**config.mk**
```make
export PLATFORM = sky130hd
export DESIGN_NAME = imm_offset_adder
export DESIGN_NICKNAME = d
export VERILOG_FILES = /design/src/rtl/imm_offset_adder.sv
export SDC_FILE = /design/constraint.sdc
export NUM_CORES = 1
export LEC_CHECK = 0
export ABC_CLOCK_PERIOD_IN_PS = 3220
export CORE_MARGIN = 10
export CORE_UTILIZATION = 47
export DETAILED_ROUTE_END_ITERATION = 10
export HOLD_SLACK_MARGIN = 0.06
export PLACE_DENSITY = 0.77
export REMOVE_ABC_BUFFERS = 1
export SLEW_MARGIN = 25
export SYNTH_ARGS = -nofsm -noshare
export SYNTH_HDL_FRONTEND = slang
export SYNTH_SLANG_ARGS = --single-unit
```
**constraint.sdc**
```tcl
create_clock -name clk -period 3.22 [get_ports clk]
set_input_delay 0.644 -clock clk [delete_from_list [all_inputs] [get_ports clk]]
set_output_delay 0.644 -clock clk [all_outputs]
set_load 0.02 [all_outputs]
```
**src/rtl/imm_offset_adder.sv**
```systemverilog
module imm_offset_adder #(
  parameter int N = 32,
  parameter int K = 16
) (
  input  logic         clk,
  input  logic         rst_n,
  input  logic         in_valid,
  input  logic [N-1:0] in_base,
  input  logic [K-1:0] in_imm,
  output logic         out_valid,
  output logic [N-1:0] out_sum
);
  localparam int HW = N - K;

  logic [K:0]    lo_full;
  logic          imm_neg;
  logic          v1, adj1, dec1;
  logic [K-1:0]  lo1;
  logic [HW-1:0] hi1, hi_opnd, hi_step, hi_adj, hi_res;

  assign lo_full = {1'b0, in_base[K-1:0]} + {1'b0, in_imm};
  assign imm_neg = in_imm[K-1];

  always_ff @(posedge clk) begin
    if (!rst_n) begin
      v1   <= 1'b0;
      lo1  <= '0;
      hi1  <= '0;
      adj1 <= 1'b0;
      dec1 <= 1'b0;
    end else begin
      v1 <= in_valid;
      if (in_valid) begin
        lo1  <= lo_full[K-1:0];
        hi1  <= in_base[N-1:K];
        adj1 <= imm_neg ^ lo_full[K];
        dec1 <= imm_neg;
      end
    end
  end

  assign hi_opnd = adj1 ? hi1 : '0;
  assign hi_step = (adj1 && dec1) ? {HW{1'b1}} : (adj1 ? HW'(1) : '0);
  assign hi_adj  = hi_opnd + hi_step;
  assign hi_res  = adj1 ? hi_adj : hi1;

  always_ff @(posedge clk) begin
    if (!rst_n) begin
      out_valid <= 1'b0;
      out_sum   <= '0;
    end else begin
      out_valid <= v1;
      if (v1) out_sum <= {hi_res, lo1};
    end
  end


  valid_fwd_chk: assert property (@(posedge clk) disable iff (!rst_n)
    in_valid |=> v1) else $error("valid lost in stage 1");

  valid_out_chk: assert property (@(posedge clk) disable iff (!rst_n)
    v1 |=> out_valid) else $error("valid lost in stage 2");

  low_part_chk: assert property (@(posedge clk) disable iff (!rst_n)
    v1 |=> out_sum[K-1:0] == $past(lo1)) else $error("low part mismatch");

  bypass_chk: assert property (@(posedge clk) disable iff (!rst_n)
    (v1 && !adj1) |=> out_sum[N-1:K] == $past(hi1)) else $error("bypass mismatch");

  incr_chk: assert property (@(posedge clk) disable iff (!rst_n)
    (v1 && adj1 && !dec1) |=> out_sum[N-1:K] == $past(hi1 + HW'(1))) else $error("increment mismatch");

  decr_chk: assert property (@(posedge clk) disable iff (!rst_n)
    (v1 && adj1 && dec1) |=> out_sum[N-1:K] == $past(hi1 - HW'(1))) else $error("decrement mismatch");

  hold_chk: assert property (@(posedge clk) disable iff (!rst_n)
    !v1 |=> $stable(out_sum)) else $error("sum changed while idle");
endmodule

```
Word-level counts from Yosys, hierarchy flattened --
Cells that the tools add are included.
Operators by class: reduce and logical (&&, ||, !) cells 1, bitwise gates (word level) 1, $add $sub $neg 2, multiplexer cells 4
Operator list (number):
- 2-to-1 mux 16 bit | 3
- adder 16 x 16 -> 17 bit | 1
- adder 16 bit | 1
- logical AND 1 bit | 1
- 2-to-1 mux 1 bit | 1
- bitwise XOR 1 bit | 1
Storage, ports and cells: logic and storage cells 15, input port bits 51, output and inout bits 33, register bits after elaboration 68

Logic depth before layout (Yosys ltp) --
Gate-level depths: netlist (run 1).
depth in word-level cells 4, depth in mapped cells 14, gate-level depth less buffers 10

Least setup slack after synthesis (run 1) --
No wires, ideal clock.
path kind reg2reg, from register adj1, to register out_sum[28], stages on the path, launching flop included 14, arrival time 2.929 ns, path slack 0.216 ns, setup time 0.074 ns, clock period less this slack 3.004 ns, path buffers 4, data required time 3.146 ns, path through dfxtp_1 > buf_2 > buf_2 > clkbuf_1 > clkbuf_1 > and2_2 > ha_1 > a41o_1 > a41o_1 > a31o_2 > a221oi_1 > xnor2_1 > nand3_1 > a31oi_1
Between the ends: longest elaborated chain between the ends 4, elaborated cells between the ends (all ways) 6, those cells by class add/sub (1); mux (4); reduce/logical (1)
RTL lines:
- start: declaration | line 17 | logic v1, adj1, dec1;
- start signal: assignment | line 36 | adj1 <= imm_neg ^ lo_full[K];
- 2-to-1 mux 1 bit / logical AND 1 bit (equally long branches) | line 43 | assign hi_step = (adj1 && dec1) ? {HW{1'b1}} : (adj1 ? HW'(1) : '0);
- 2-to-1 mux 16 bit | line 43
- adder 16 bit | line 44 | assign hi_adj = hi_opnd + hi_step;
- 2-to-1 mux 16 bit (*) | line 45 | assign hi_res = adj1 ? hi_adj : hi1;
- end signal: assignment | line 53 | if (v1) out_sum <= {hi_res, lo1};
- end: declaration | line 11 | output logic [N-1:0] out_sum
Every way passes the cells marked *; elsewhere a longest branch is shown, timed or not. A chain may end at the register's enable or synchronous reset.

Final worst setup path (run 1) --
from input in_base[0], to register lo1[14]
Between the ends: longest elaborated chain between the ends 1
RTL lines:
- start: declaration | line 8 | input logic [N-1:0] in_base,
- adder 16 x 16 -> 17 bit | line 21 | assign lo_full = {1'b0, in_base[K-1:0]} + {1'b0, in_imm};
- end signal: assignment | line 34 | lo1 <= lo_full[K-1:0];
- end: declaration | line 18 | logic [K-1:0] lo1;
No other way between the ends.

==> metrics.md, run 1 <==
| Metric | Value |
|---|---|
| Result of the run | `completed` |
| Count of cell types in the netlist | `64` |
| Count of flip-flops with a built-in enable after synthesis | `0` |
| Die height | `114.2 um` |
| Max Transition Viols Final | `0` |
| Setup-violating endpoint count in the final report | `0` |
| CTS tree | `built` |
| Area growth syn-to-layout | `26.21%` |
| Power Density | `415.4 nW/um^2` |
| Predominant post-synthesis flop cell | `dfxtp_1` |
| Worst Path Required | `3.45 ns` |
| Worst skew pair latency | `0.35 ns` |
| Worst Path Arrival | `3.04 ns` |
| RSZ-0062 raised after global routing | `no` |
| Worst-Margin Slew | `0.7870 ns` |
| Clock Tree Buf Depth | `2` |
| Layout Skew | `0.007136 ns` |
| Synthesized-area fraction occupied by adder cells | `7.978%` |
| Largest stage delay, worst path | `0.42 ns` |
| Final hold viol count | `0` |
| Type of the worst min-delay path | `flip-flop to flip-flop` |
| First DRT Iteration DRCs | `143` |
| Multi-input gate area in the final layout | `2624 sq um` |
| Maximum clock frequency | `355.6 MHz` |
| Maximum number of pins on one net before global-route repair | `44` |
| Min cycle time layout | `2.812 ns` |
| Count of warnings emitted by yosys | `0` |
| Hold Worst Slack | `0.4872 ns` |
| Final Power | `2187 uW` |
| Max-capacitance violation count | `0` |
| Critical path peak fanout | `3` |
| Slowest cell on crit path | `clkdlybuf4s50_1` |
| Share of the core filled with cells | `60.67%` |
| CP Buf/Inv Count | `1` |
| Number of sinks on the clock net | `68` |
| Post-detail-place hpwl | `7.646 mm` |
| Count of vias placed by the detailed router | `3,704` |
| Initial standard-cell utilization of the core | `48.07%` |
| Worst R2R Setup Slack | `0.51 ns` |
| Class of the most critical setup path | `primary input to flip-flop` |
| Per-instance average area after synthesis | `8.531 sq um` |
| Startpoint types | `primary input` |
| GRT Total Usage | `16.12%` |
| Hold Buf Count CTS | `0` |
| Compound-cell area share of the yosys netlist | `19.14%` |
| Net count, final | `636` |
| Vias in the first global route | `3,765` |
| Post-synthesis xor/xnor area fraction | `5.879%` |
| Fraction of synthesis flops using an asynchronous set or reset pin | `0%` |
| Final worst path period share | `87.32%` |
| Normalized max-slew margin | `47.53%` |
| Routed WL per cell | `15.48 um` |
| Sequential cell area | `1363 sq um` |
| DRT Pass-1 Iters | `4` |
| Core Rows | `34` |
| Filler Cells Inserted | `781` |
| Antenna violations before repair | `0` |
| Endpoint type of the worst setup path | `flip-flop` |
| Cell class contributing the biggest share of worst-path delay | `compound AO/OA/AOI/OAI gates` |
| CP dominant cell by count | `o21ai_0` |
| Static leakage power | `0.002145 uW` |
| Cts bufs inserted | `9` |
| Setup TNS after final layout | `0 ns` |
| Final antenna diode count | `0` |
| Wire length of the first global-routing pass | `17.62 mm` |
| Peak supply drop | `0.2340 mV` |
| Number of setup buffers added after CTS | `0` |
| Number of placed I/O pins | `84` |
| Resize count post-CTS | `0` |
| Core box area | `8678 sq um` |
| Cell-by-cell trace of the critical path | `clkdlybuf4s50_1 -> ha_1 -> fa_1 -> a21o_1 -> a21oi_1 -> o21ai_0 -> a41o_1 -> a41oi_1 -> xor2_1 -> o21ai_0` |
| WL final | `10.40 mm` |
| Leftover overflow at the end of global routing | `0` |
| Die boundary width | `114.2 um` |
| Antenna Violating Nets Remaining | `0` |
| Number of buffers added on ports | `83` |
| Share of cell area taken by muxes after synthesis | `11.04%` |
| Post-synthesis cell count | `489` |
| Root Buffer | `clkbuf_8` |
| Share of post-route cells with drive strength above 1 | `6.915%` |
| Die Footprint | `13,040 sq um` |
| Post-synth design cell area | `4172 sq um` |
| Clock transition at the registers of the reported paths | `0.07 ns` |
| H-tree depth | `3` |
| Post-route DRC | `0` |
| Total of flip-flops plus latches after synthesis | `68` |
| Portion of the post-synthesis area used by sequential elements | `32.63%` |
| Gpl congestion | `0.9273` |
| Main combinational cell family by area after synthesis | `compound AO/OA/AOI/OAI gates` |
| Detailed-route vias per instance | `5.512` |
| Area fraction in and, or, nand and nor cells after synthesis | `18.87%` |
-- worst min-delay path: stages (launching register included) --
cell and delay, ns:
dfxtp_1 0.32, nand2_1 0.06, a31oi_1 0.06
-- layout make-up --
type	count	area share, %
Tap cell	108	2.567
Timing Repair Buffer	92	16.97
Clock inverter	6	1.687
Inverter	9	0.6416
Clock buffer	10	2.424
Multi-Input combinational cell	379	49.83
Sequential cell	68	25.88
-- final timing paths --
check | to | startpoint | cells past startpoint
hold / removal | out_sum[28] | out_sum[28] | 2
hold reg to reg | out_sum[28] | out_sum[28] | 2
setup reg to reg | out_sum[27] | adj1 | 10
setup / recovery | lo1[14] | in_base[0] | 10
-- per-layer routing --
metal	up-vias	GRT usage, %	share of wire, %
li1	1897	-	-
met1	1699	18.66	42
met2	90	26.99	49
met3	18	5.084	7.0
met4	0	6.349	1.9
met5	-	0	0
-- registers in the layout (all words and copies together) (netlist names) --
signal     count
adj1           1
out_valid      1
lo1           16
out_sum       32
dec1           1
v1             1
hi1           16
-- cells by family (layout without fill, tap and decap cells) --
logic type | count (synthesis) | after routing
AOI/OAI and AO/OA | 116 | 116
xor gates and xnor gates | 28 | 28
adders and majority gates | 26 | 26
buffers and inverters | 42 | 117
DFF | 68 | 68
muxes | 46 | 46
and+or+nand+nor | 163 | 163
-- power by group --
group          leakage, uW  internal, uW  switching, uW  total (uW)
Combinational      0.00148           229            235         464
Clock             0.000102           436            347         784
Sequential        0.000559           896           43.3         940
-- stage by stage --
stage | cells | setup slack [ns] | area (sq um)
floorplan | 456 | 0.2467 | 4019
CTS | 672 | 0.4088 | 5265
finish | 672 | 0.4082 | 5265
global placement | 656 | 0.1088 | 5049
detailed placement | 656 | 0.05141 | 5049
global route | 672 | 0.2979 | 5265
-- cell usage in the layout (no fill, tap or decap), drive strengths merged, types with 7 or more instances in the layout --
| cell | count |
|---|---|
| clkbuf | 10 |
| mux2i | 46 |
| a21oi | 23 |
| nor2 | 73 |
| a211oi | 9 |
| nand3 | 12 |
| ha | 25 |
| xnor2 | 13 |
| clkdlybuf4s50 | 82 |
| a21o | 8 |
| nor2b | 7 |
| o21ai | 34 |
| and2 | 8 |
| buf | 10 |
| inv | 8 |
| xor2 | 15 |
| nand2 | 24 |
| dfxtp | 68 |
-- synth_stat cells (all sizes together) (6+ instances only) --
cell type / n / area (sq um)
inv: 8 / 30.03
a21oi: 23 / 115.1
o21ai: 34 / 181.4
xor2: 15 / 131.4
dfxtp: 68 / 1361
mux2i: 46 / 460.4
xnor2: 13 / 113.9
nand2: 24 / 90.09
nor2b: 7 / 43.79
nor2: 73 / 274.0
nand3b: 6 / 45.04
ha: 25 / 312.8
nor3: 6 / 30.03
buf: 16 / 87.58
nand2b: 6 / 37.54
nand3: 12 / 65.06
a21o: 8 / 60.06
a211oi: 9 / 67.56
clkbuf: 17 / 65.06
and2: 8 / 51.30
No activity file was read; power rests on OpenSTA's default activity.
==> run 2: changes to the inputs <==
--- a/config.mk
+++ b/config.mk
@@ -6,7 +6,7 @@
 export NUM_CORES = 1
 export LEC_CHECK = 0
 export ABC_CLOCK_PERIOD_IN_PS = 3220
-export CORE_MARGIN = 10
+export CORE_MARGIN = 5
 export CORE_UTILIZATION = 47
 export DETAILED_ROUTE_END_ITERATION = 10
 export HOLD_SLACK_MARGIN = 0.06
==> metrics.md, run 2 (synthesis results as in run 1) <==
| Metric | Value |
|---|---|
| Endpoint type of the worst setup path | `flip-flop` |
| Final instance area | `5295 sq um` |
| Static leakage power | `0.002166 uW` |
| Clock Tree Buf Depth | `2` |
| H-tree depth | `3` |
| Initial standard-cell utilization of the core | `48.07%` |
| Detailed-route vias per instance | `5.491` |
| Cts bufs inserted | `9` |
| GRT Total Usage | `17.80%` |
| DRT Pass-1 Iters | `5` |
| Type of the worst min-delay path | `flip-flop to flip-flop` |
| Worst Path Required | `3.45 ns` |
| Core Rows | `34` |
| WL final | `9.805 mm` |
| Max Transition Viols Final | `0` |
| Die Footprint | `10,860 sq um` |
| Largest registers in the final layout | `out_sum x32, hi1 x16, lo1 x16` |
| Cell count of the worst hold path | `2` |
| Number of sinks on the clock net | `68` |
| Antenna violations before repair | `0` |
| Layout Skew | `0.007339 ns` |
| Clock transition at the registers of the reported paths | `0.07 ns` |
| Wire length of the first global-routing pass | `16.40 mm` |
| Power Density | `420.7 nW/um^2` |
| Highest signal layer in the routed design | `met4` |
| Leftover overflow at the end of global routing | `0` |
| Core box area | `8678 sq um` |
| Die boundary width | `104.2 um` |
| Met3 wire length | `513 um` |
| Maximum clock frequency | `355.7 MHz` |
| Post-detail-place hpwl | `7.166 mm` |
| Number of buffers added on ports | `83` |
| Final antenna diode count | `0` |
| Min cycle time layout | `2.812 ns` |
| Gpl congestion | `0.9141` |
| Die height | `104.2 um` |
| Reg2reg path depth | `9` |
| Register with the highest flop count | `out_sum` |
| First DRT Iteration DRCs | `100` |
| Antenna Violating Nets Remaining | `0` |
| Number of placed I/O pins | `84` |
| Class of the most critical setup path | `primary input to flip-flop` |
| Length of routed met2 wiring | `4.799 mm` |
| Area growth syn-to-layout | `26.93%` |
| CTS tree | `built` |
| Hold Buf Count CTS | `0` |
| Normalized max-slew margin | `47.76%` |
| Routed length on met1 | `4.338 mm` |
| Maximum number of pins on one net before global-route repair | `44` |
| RSZ-0062 raised after global routing | `no` |
| Post-Place Cell Area | `5061 sq um` |
| Number of flip-flops under the largest register name | `32` |
| Peak supply drop | `0.2076 mV` |
| Most used cells in the layout excluding fill and tap cells | `clkdlybuf4s50_1, nor2_1, dfxtp_1` |
| Count of vias placed by the detailed router | `3,690` |
| Number of setup buffers added after CTS | `0` |
| Critical path peak fanout | `3` |
| Startpoint types | `primary input` |
| Post-route DRC | `0` |
| Leading cell type in the layout, fill and taps excluded | `clkdlybuf4s50_1` |
| Setup-violating endpoint count in the final report | `0` |
| Routed WL per cell | `14.59 um` |
| Setup TNS after final layout | `0 ns` |
| Net count, final | `636` |
| Root Buffer | `clkbuf_8` |
| Max-capacitance violation count | `0` |
| Final worst path period share | `87.32%` |
| Resize count post-CTS | `0` |
| Vias in the first global route | `3,550` |
| Worst Path Arrival | `3.04 ns` |
| Share of post-route cells with drive strength above 1 | `7.092%` |
| Worst-Margin Slew | `0.7836 ns` |
| Result of the run | `completed` |
| Hold Worst Slack | `0.4844 ns` |
| Worst skew pair latency | `0.35 ns` |
| Final hold viol count | `0` |
-- run 2: area by class of cell --
type / instances / area [sq um]
fill: 763 / 3383
clock inverter: 5 / 82.58
timing repair buffer: 92 / 905.9
sequential: 68 / 1363
multi-input combinational: 379 / 2624
clock buffer: 11 / 151.4
tap: 108 / 135.1
inverter: 9 / 33.78
-- run 2: worst paths after layout --
check / from / slack (ns) / to
worst min-delay path: lo1[14] / 0.48 / lo1[14]
worst max register to register: adj1 / 0.44 / out_sum[30]
worst min register to register: lo1[14] / 0.48 / lo1[14]
worst max-delay path: in_base[0] / 0.41 / lo1[14]
-- run 2: critical path: stages --
cell and delay, ns:
clkdlybuf4s50_1 0.40, ha_1 0.23, fa_1 0.41, a21o_1 0.18
a21oi_1 0.21, o21ai_0 0.19, a41o_1 0.30, a41oi_1 0.23
xor2_1 0.16, o21ai_0 0.08
-- run 2: per-layer routing --
metal  GRT usage (%)  vias to the layer above
met2           30.15                      100
met3           3.911                       13
li1                -                     1892
met1           21.95                     1685
met5               0                        -
met4           6.846                        0
-- run 2: stage by stage --
step / instances / setup slack [ns] / utilization, % / power (uW)
final: 672 / 0.4083 / 61.02 / 2228
after global routing: 672 / 0.2042 / 61.02 / 2340
after CTS: 672 / 0.4160 / 61.02 / 2245
after detailed placement: 656 / 0.06026 / 58.32 / 1423
after global placement: 656 / 0.1078 / 58.32 / 1413
after floorplan: 456 / 0.2467 / - / 1229
-- run 2: report_power, final --
group	leakage (uW)	total (uW)	switching (uW)	internal, uW
Clock	0.000120	823	341	481
Combinational	0.00149	463	232	231
Sequential	0.000559	941	45.0	896
Total	0.00217	2230	619	1610
